$ cat src/rtl/pmd_pkg.sv
package pmd_pkg;

    typedef enum logic [2:0] {
        ST_ACTIVE = 3'd0,
        ST_NAP    = 3'd1,
        ST_SLEEP  = 3'd2,
        ST_WAKE   = 3'd3,
        ST_WARM   = 3'd4
    } pwr_state_t;

    localparam logic [1:0] MODE_ACTIVE = 2'b00;
    localparam logic [1:0] MODE_NAP    = 2'b01;
    localparam logic [1:0] MODE_SLEEP  = 2'b10;

endpackage

$ cat src/rtl/pmd_sync_edge.sv
module pmd_sync_edge #(
    parameter int W = 2
) (
    input  logic         clk,
    input  logic         rst_n,
    input  logic [W-1:0] async_i,
    output logic [W-1:0] level_o,
    output logic [W-1:0] rise_o
);

    typedef struct packed {
        logic [W-1:0] s1;
        logic [W-1:0] s2;
        logic [W-1:0] prev;
    } sync_t;

    sync_t q, d;

    always_comb begin
        d      = q;
        d.s1   = async_i;
        d.s2   = q.s1;
        d.prev = q.s2;
    end

    always_ff @(posedge clk or negedge rst_n) begin
        if (!rst_n) q <= '0;
        else        q <= d;
    end

    for (genvar i = 0; i < W; i++) begin : g_bit
        assign level_o[i] = q.s2[i];
        assign rise_o[i]  = q.s2[i] & ~q.prev[i];
    end

endmodule

$ cat src/rtl/pmd_strobe_counter.sv
module pmd_strobe_counter #(
    parameter int SAT = 4,
    localparam int CW = $clog2(SAT + 1)
) (
    input  logic          clk,
    input  logic          rst_n,
    input  logic          en_i,
    input  logic          strobe_rise_i,
    input  logic          sclk_level_i,
    input  logic          sclk_rise_i,
    output logic [CW-1:0] cnt_o
);

    logic [CW-1:0] cnt_d, cnt_q;

    always_comb begin
        cnt_d = cnt_q;
        if (sclk_rise_i)
            cnt_d = '0;
        else if (en_i && strobe_rise_i && !sclk_level_i && (cnt_q < CW'(SAT)))
            cnt_d = cnt_q + 1'b1;
    end

    always_ff @(posedge clk or negedge rst_n) begin
        if (!rst_n) cnt_q <= '0;
        else        cnt_q <= cnt_d;
    end

    assign cnt_o = cnt_q;

    // a serial-clock rise leaves the count empty on the next tick
    a_r9_clear_after_rise: assert property (@(posedge clk) disable iff (!rst_n)
        $past(sclk_rise_i) |-> (cnt_q == '0));

    // the count never passes the sleep threshold
    a_r3_count_saturates: assert property (@(posedge clk) disable iff (!rst_n)
        cnt_q <= CW'(SAT));

endmodule

$ cat src/rtl/pmd_tick_timer.sv
module pmd_tick_timer #(
    parameter int MAX_TICKS = 1000,
    localparam int TW = $clog2(MAX_TICKS + 1)
) (
    input  logic          clk,
    input  logic          rst_n,
    input  logic          load_i,
    input  logic [TW-1:0] value_i,
    output logic          done_o
);

    logic [TW-1:0] cnt_d, cnt_q;

    always_comb begin
        cnt_d = cnt_q;
        if (load_i)
            cnt_d = value_i;
        else if (cnt_q != '0)
            cnt_d = cnt_q - 1'b1;
    end

    always_ff @(posedge clk or negedge rst_n) begin
        if (!rst_n) cnt_q <= '0;
        else        cnt_q <= cnt_d;
    end

    assign done_o = (cnt_q == '0);

    // without a reload the settle count drops by exactly one per tick
    a_r6_steady_countdown: assert property (@(posedge clk) disable iff (!rst_n)
        (!$past(load_i) && $past(cnt_q) != '0) |-> (cnt_q == $past(cnt_q) - 1'b1));

endmodule

$ cat src/rtl/pmd_power_ctrl.sv
module pmd_power_ctrl #(
    parameter int NAP_PULSES       = 2,
    parameter int SLEEP_PULSES     = 4,
    parameter int MIN_HIGH         = 4,
    parameter int GUARD_TICKS      = 4,
    parameter int NAP_WAKE_TICKS   = 70,
    parameter int SLEEP_WAKE_TICKS = 800000
) (
    input  logic       clk,
    input  logic       rst_n,
    input  logic       conv_i,
    input  logic       sclk_i,
    output logic [1:0] mode_o,
    output logic       ref_en_o,
    output logic       ref_rdy_o,
    output logic       conv_ok_o,
    output logic       conv_start_o
);
    import pmd_pkg::*;

    localparam int CW = $clog2(SLEEP_PULSES + 1);
    localparam int TW = $clog2(SLEEP_WAKE_TICKS + 1);
    localparam int GW = $clog2(GUARD_TICKS + 1);
    localparam int HW = $clog2(MIN_HIGH + 1);
    localparam int IDX_CONV = 0;
    localparam int IDX_SCLK = 1;

    logic [1:0]    lvl, rise;
    logic          conv_rise, sclk_rise, sclk_lvl;
    logic [CW-1:0] pulse_cnt;
    logic          count_en;
    logic          tmr_load, tmr_done;
    logic [TW-1:0] tmr_val;
    logic          wake_req, too_soon;

    typedef struct packed {
        pwr_state_t    st;
        logic [GW-1:0] since;
        logic [HW-1:0] hi;
        logic          lock;
    } ctl_t;

    ctl_t q, d;

    pmd_sync_edge #(.W(2)) u_sync (
        .clk     (clk),
        .rst_n   (rst_n),
        .async_i ({sclk_i, conv_i}),
        .level_o (lvl),
        .rise_o  (rise)
    );

    assign conv_rise = rise[IDX_CONV];
    assign sclk_rise = rise[IDX_SCLK];
    assign sclk_lvl  = lvl[IDX_SCLK];

    assign count_en = (q.st == ST_ACTIVE) || (q.st == ST_NAP);

    pmd_strobe_counter #(.SAT(SLEEP_PULSES)) u_count (
        .clk           (clk),
        .rst_n         (rst_n),
        .en_i          (count_en),
        .strobe_rise_i (conv_rise),
        .sclk_level_i  (sclk_lvl),
        .sclk_rise_i   (sclk_rise),
        .cnt_o         (pulse_cnt)
    );

    pmd_tick_timer #(.MAX_TICKS(SLEEP_WAKE_TICKS)) u_timer (
        .clk     (clk),
        .rst_n   (rst_n),
        .load_i  (tmr_load),
        .value_i (tmr_val),
        .done_o  (tmr_done)
    );

    assign wake_req = sclk_lvl && (q.hi == HW'(MIN_HIGH - 1));
    assign too_soon = q.since < GW'(GUARD_TICKS);

    always_comb begin
        d        = q;
        tmr_load = 1'b0;
        tmr_val  = '0;

        if (sclk_rise)
            d.since = '0;
        else if (too_soon)
            d.since = q.since + 1'b1;

        if (!sclk_lvl)
            d.hi = '0;
        else if (q.hi < HW'(MIN_HIGH))
            d.hi = q.hi + 1'b1;

        if (q.st == ST_ACTIVE && conv_rise && too_soon)
            d.lock = 1'b1;

        unique case (q.st)
            ST_ACTIVE: begin
                if (pulse_cnt >= CW'(SLEEP_PULSES))
                    d.st = ST_SLEEP;
                else if (pulse_cnt >= CW'(NAP_PULSES)) begin
                    d.st   = ST_NAP;
                    d.lock = 1'b0;
                end
            end
            ST_NAP: begin
                if (wake_req) begin
                    d.st     = ST_WAKE;
                    tmr_load = 1'b1;
                    tmr_val  = TW'(NAP_WAKE_TICKS);
                end else if (pulse_cnt >= CW'(SLEEP_PULSES))
                    d.st = ST_SLEEP;
            end
            ST_SLEEP: begin
                if (wake_req) begin
                    d.st     = ST_WARM;
                    tmr_load = 1'b1;
                    tmr_val  = TW'(SLEEP_WAKE_TICKS);
                end
            end
            ST_WAKE, ST_WARM: begin
                if (tmr_done)
                    d.st = ST_ACTIVE;
            end
            default: d.st = ST_ACTIVE;
        endcase
    end

    always_ff @(posedge clk or negedge rst_n) begin
        if (!rst_n) begin
            q.st    <= ST_ACTIVE;
            q.since <= GW'(GUARD_TICKS);
            q.hi    <= '0;
            q.lock  <= 1'b0;
        end else begin
            q <= d;
        end
    end

    always_comb begin
        unique case (q.st)
            ST_NAP:   mode_o = MODE_NAP;
            ST_SLEEP: mode_o = MODE_SLEEP;
            default:  mode_o = MODE_ACTIVE;
        endcase
    end

    assign ref_en_o     = (q.st != ST_SLEEP);
    assign ref_rdy_o    = (q.st != ST_SLEEP) && (q.st != ST_WARM);
    assign conv_ok_o    = (q.st == ST_ACTIVE) && !q.lock;
    assign conv_start_o = conv_ok_o && conv_rise && !too_soon;

    // reference off whenever sleep is reported
    a_r4_sleep_ref_off: assert property (@(posedge clk) disable iff (!rst_n)
        (mode_o == MODE_SLEEP) |-> !ref_en_o);

    // a settled reference implies an enabled one
    a_r7_ready_needs_enable: assert property (@(posedge clk) disable iff (!rst_n)
        ref_rdy_o |-> ref_en_o);

    // start pulses only while conversions are accepted
    a_r8_start_when_ok: assert property (@(posedge clk) disable iff (!rst_n)
        conv_start_o |-> conv_ok_o);

    // nap is only reached from active after enough strobes
    a_r2_nap_needs_count: assert property (@(posedge clk) disable iff (!rst_n)
        (q.st == ST_NAP && $past(q.st) == ST_ACTIVE) |-> ($past(pulse_cnt) >= CW'(NAP_PULSES)));

    // the lock never survives into nap
    a_r11_nap_unlocked: assert property (@(posedge clk) disable iff (!rst_n)
        (q.st == ST_NAP) |-> !q.lock);

    // leaving nap or sleep happens only with the serial clock high
    a_r5_wake_on_high: assert property (@(posedge clk) disable iff (!rst_n)
        ($past(q.st) == ST_SLEEP && q.st == ST_WARM) |-> $past(sclk_lvl));

endmodule

$ cat config.mk
export PLATFORM = sky130hd
export DESIGN_NAME = pmd_power_ctrl
export DESIGN_NICKNAME = d
export VERILOG_FILES = /design/src/rtl/pmd_pkg.sv /design/src/rtl/pmd_sync_edge.sv /design/src/rtl/pmd_strobe_counter.sv /design/src/rtl/pmd_tick_timer.sv /design/src/rtl/pmd_power_ctrl.sv
export SDC_FILE = /design/constraint.sdc
export NUM_CORES = 1
export LEC_CHECK = 0
export BUFFER_PORTS_ARGS = -buffer_cell sky130_fd_sc_hd__buf_4
export CORE_MARGIN = 4
export CORE_UTILIZATION = 41
export DETAILED_ROUTE_END_ITERATION = 10
export SYNTH_ARGS = -nofsm -noshare
export SYNTH_HDL_FRONTEND = slang
export SYNTH_HIERARCHICAL = 1
export SYNTH_SLANG_ARGS = --single-unit
$ cat constraint.sdc
create_clock -name clk -period 2.3 [get_ports clk]
set_input_delay 0.23 -clock clk [delete_from_list [all_inputs] [get_ports clk]]
set_output_delay 0.23 -clock clk [all_outputs]
set_load 0.02 [all_outputs]
==> results.cfg, run 1 <==
[floorplan]
start_util_pct = 42.28
io_pins = 10
core_area_mm2 = 0.005075
rows = 26
dieArea_mm2 = 0.006455
die_w_um = 80.35
die_h_um = 80.35

[critical_path]
critPathKind = flip-flop to flip-flop
cp-end-kind = flip-flop
path_max_fanout = 9
r2r_start = u_timer/cnt_q[16]
worstSetupStartpointType = flip-flop
arrival_ns = 2.28
cp.required_ns = 2.47
cp-startpoint = u_timer/cnt_q[16]
ff2ff_path_depth = 5

[sta]
finalSetupViolations = 0
max_slew_margin_pct = 57.32
period_minus_slack_ns = 2.102
layout_worst_path_cycle_share_pct = 91.40
maxSlewViolCount = 0
max_freq_ghz = 0.4757
worstMarginPinSlew_ns = 0.6343
setup_slack_ns = 0.1977
fin_skew_ns = 0.003717
rsz0062_at_grt = false
timing.setup.tns_ns = 0
hold_violations = 0

[hold_path]
hold_class = input port to flip-flop
hp-start = conv_i
whs_path_depth = 1

[synthesis]
synth.avg_cell_area_um2 = 10.37
netlist_instances = 207
netlist_area_mm2 = 0.002146
yosys_warnings = 6

[pwr]
p_leak_nw = 1.023
power_density_mw_per_mm2 = 1045
max-vdd-ir-drop_mv = 0.5058

[detailed_routing]
antenna_left = 0
drt-total-wl_mm = 3.753
drt-initial-drc-count = 80
vias_per_cell = 4.893
drcViolationCount = 0
wire_per_inst_um = 12.55
vias = 1463
first_pass_iters = 4

[place]
post_dp_cell_area_mm2 = 0.002313
gp_congestion = 0.7684
hpwl_mm = 2.609
place_ws_ns = 0.2106
portBuffers = 9
place_inst = 290

[final_layout]
ff_latch_area_um2 = 977.2
antenna_cells = 0
area_delta_synth_final_pct = 12.89
multi_input_area_mm2 = 0.001117
layout-drive-gt1-share_pct = 21.83
fillers = 511
stdcell_count = 299
final_area_mm2 = 0.002422
finalNetCount = 238

[clock_tree]
clk_latency_ns = 0.29
cts_tree = built
cts_setup_buffers = 0
cts_sinks = 39
clkSlewWorstSetupHoldPaths_ns = 0.08
root_buffer = clkbuf_8
clockBufferDepth = 2
numCtsBuffers = 5
cts_max_level = 2

[global_route]
overflow = 0
track_usage_pct = 13.27
grt_pass1_vias = 1400
grt_antenna_before_repair = 0
grt_pass1_wl_mm = 6.672
grt_max_degree = 40

[status]
status = finished, final reports clean

[run]
drv_cap = 0
-- power by group --
part	switching (mW)	internal [mW]	leakage (nW)	total [mW]
sequential	0.262	0.910	0.477	1.17
combinational	0.425	0.438	0.499	0.863
clock	0.251	0.245	0.0474	0.496
-- per-layer routing --
metal | vias to the layer above | track usage, % | part of all wire [%]
met4 | 0 | 4.054 | 1.1
met2 | 19 | 21.69 | 47
met5 | - | 0 | 0
met3 | 5 | 3.027 | 3.3
li1 | 749 | - | -
met1 | 690 | 17.42 | 48
-- registers in the layout, indices dropped and copies added (netlist names) --
signal	flops
u_sync/q	2
u_timer/cnt_q	20
q	10
u_count/cnt_o	3
u_sync/level_o	2
u_sync/d	2
-- area by class of cell --
cell class	instances	share of cell area (%)
inverter	9	1.395
clock buffer	6	3.409
multi-input combinational	159	46.13
sequential	39	40.34
tap	70	3.616
timing repair buffer	14	4.442
clock inverter	2	0.6715
-- timing repair --
item	4_1_cts	5_1_grt
hold buffers	1	0
setup endpoints to repair	0	0
gates resized for setup	0	0
endpoints found under the hold margin	38	0
-- cells in the final DEF (no fill, tap or decap), drive strengths merged, types with 4 or more instances in the layout --
master,count
clkbuf,6
mux2,4
xnor2,11
nor2b,5
conb,11
nor2,14
nor4,6
ha,6
nor3,8
inv,9
o21ai,18
or4,4
xor2,9
o31ai,6
nand2,24
dfrtp,38
buf,13
-- path summary, 6_finish.rpt --
kind | endpoint | slack (ns)
min | u_sync/d[2] | 0.04
max in group asynchronous | q[6] | 1.49
max | u_timer/cnt_q[13] | 0.20
min in group asynchronous | u_timer/cnt_q[19] | 0.45
max reg2reg | u_timer/cnt_q[13] | 0.20
min reg2reg | u_sync/level_o[1] | 0.35
-- critical path: stages, from the launching register on --
cell	delay, ns
dfrtp_1	0.43
or3_1	0.38
or4_4	0.55
nor2_8	0.18
or2_2	0.35
o21ai_2	0.10
-- per-stage QoR --
stage / utilization (%) / hold WS (ns) / total power [mW]
finish: 47.73 / 0.03951 / 2.531
CTS: 47.73 / 0.02687 / 2.568
global route: 47.73 / 0.02435 / 2.733
global placement: 45.59 / 0.2435 / 2.040
detailed placement: 45.59 / 0.2394 / 2.053
floorplan: - / -0.06559 / 1.841
No activity file was read; power rests on OpenSTA's default activity.
==> inputs of run 2 (changes only) <==
--- a/config.mk
+++ b/config.mk
@@ -5,6 +5,7 @@
 export SDC_FILE = /design/constraint.sdc
 export NUM_CORES = 1
 export LEC_CHECK = 0
+export ABC_CLOCK_PERIOD_IN_PS = 2300
 export BUFFER_PORTS_ARGS = -buffer_cell sky130_fd_sc_hd__buf_4
 export CORE_MARGIN = 4
 export CORE_UTILIZATION = 41
==> constraint.sdc (replaced) <==
create_clock -name clk -period 2.3 [get_ports clk]
set_input_delay 0.575 -clock clk [delete_from_list [all_inputs] [get_ports clk]]
set_output_delay 0.575 -clock clk [all_outputs]
set_load 0.02 [all_outputs]
==> results.cfg, run 2 (synthesis gave the netlist of run 1 again) <==
[clock_tree]
cts_sinks = 39
post_cts_resized = 0
cts_tree = built
hold_buffers = 0
root_buffer = clkbuf_8
clockBufferDepth = 2
cts_max_level = 2
cts_setup_buffers = 0
numCtsBuffers = 5
clkSlewWorstSetupHoldPaths_ns = 0.08
clk_latency_ns = 0.30

[sta]
rsz0062_at_grt = false
setup_slack_ns = 0.2113
hold_slack_ns = 0.2390
worstMarginPinSlew_ns = 0.6291
fin_skew_ns = 0.005217
layout_worst_path_cycle_share_pct = 90.81
finalSetupViolations = 0
maxSlewViolCount = 0
max_slew_margin_pct = 57.67
period_minus_slack_ns = 2.089
timing.setup.tns_ns = 0
hold_violations = 0
max_freq_ghz = 0.4788

[run]
drv_cap = 0

[final_layout]
area_delta_synth_final_pct = 13.47
largest_reg_flops = 20
layout-drive-gt1-share_pct = 22.94
final_cell_mix = dfrtp_1 (38), nand2_1 (23), buf_4 (16)
final_common_cell = dfrtp_1
stdcell_count = 301
finalNetCount = 240
top_register = u_timer/cnt_q
final_area_mm2 = 0.002435
antenna_cells = 0

[place]
place_inst = 293
place_ws_ns = 0.2092
gp_congestion = 0.7831
portBuffers = 9
post_dp_cell_area_mm2 = 0.002336
hpwl_mm = 2.704

[detailed_routing]
drt-initial-drc-count = 80
drcViolationCount = 0
vias_per_cell = 4.934
drt-total-wl_mm = 3.870
first_pass_iters = 4
vias = 1485
antenna_left = 0
wire_per_inst_um = 12.86

[critical_path]
r2r_start = u_timer/cnt_q[0]
r2r_end = u_timer/cnt_q[10]
ff2ff_path_depth = 7
cp-end-kind = flip-flop
critPathKind = flip-flop to flip-flop
path_max_fanout = 4
worstSetupStartpointType = flip-flop
arrival_ns = 2.27
reg2reg_slack_ns = 0.21
cp.required_ns = 2.48

[pwr]
combPwrFrac_pct = 34.9
p_switching_uw = 952.2
max-vdd-ir-drop_mv = 0.5428
p_clk_share_pct = 19.7
p_seq_share_pct = 45.4
p_sw_share_pct = 37.27
p_leak_nw = 1.035
p_int_mw = 1.603
power_density_mw_per_mm2 = 1049

[floorplan]
core_area_mm2 = 0.005075
start_util_pct = 42.28
die_w_um = 80.35
die_h_um = 80.35
io_pins = 10
dieArea_mm2 = 0.006455
rows = 26

[global_route]
grt_pass1_wl_mm = 6.913
grt_max_degree = 40
overflow = 0
grt_pass1_vias = 1499
grt_antenna_before_repair = 0
track_usage_pct = 14.07

[status]
status = finished, final reports clean

[hold_path]
hold_class = input port to async pin
run 2: cell count changes in the layout (fill, tap and decap cells not counted):
cell	delta
buf_4	+3
dlygate4sd3_1	-1
run 2: critical path: stages (launching register included):
cell     delay (ns)
dfrtp_1        0.39
inv_1          0.12
ha_1           0.18
or3b_1         0.38
or2_4          0.26
or4_4          0.41
xor2_1         0.17
o21ai_2        0.06
run 2: final cells by class:
cell class / count / area, um^2
multi-input combinational: 159 / 1117
tap: 70 / 87.58
timing repair buffer: 16 / 120.1
sequential: 39 / 977.2
clock buffer: 6 / 82.58
clock inverter: 2 / 16.27
fill: 476 / 2640
inverter: 9 / 33.78
run 2: metal layers:
metal  wire length [um]  part of all wire (%)  global-route usage, %  vias up
met5                  0                     0                      0        -
met3                122                   3.2                  3.363       10
met4                 97                   2.5                  7.432        0
li1                   -                     -                      -      751
met2               1809                    47                  22.93       18
met1               1840                    48                  17.13      706
run 2: how the worst max path moves through the flow:
stage | cells after the start | slack, ns | to | startpoint
global route | 7 | 0.08 | u_timer/cnt_q[10] | u_timer/cnt_q[0]
detailed placement | 5 | 0.21 | u_timer/cnt_q[12] | u_timer/cnt_q[17]
global placement | 5 | 0.21 | u_timer/cnt_q[13] | u_timer/cnt_q[17]
floorplan | 8 | 0.22 | u_timer/cnt_q[10] | u_timer/cnt_q[0]
finish | 7 | 0.21 | u_timer/cnt_q[10] | u_timer/cnt_q[0]
CTS | 7 | 0.19 | u_timer/cnt_q[10] | u_timer/cnt_q[0]
run 2: power groups by stage:
stage               Clock (mW)  Combinational, mW  Sequential, mW
global placement             0              0.888            1.17
finish                   0.503              0.892            1.16
CTS                      0.520              0.912            1.16
global route             0.542               1.02            1.20
detailed placement           0              0.907            1.17
floorplan                    0              0.752            1.09
run 2: metrics by stage:
step | power [mW] | util, %
final | 2.555 | 47.98
after global routing | 2.757 | 47.98
after CTS | 2.592 | 47.98
after detailed placement | 2.079 | 46.03
after global placement | 2.056 | 46.03
after floorplan | 1.841 | -
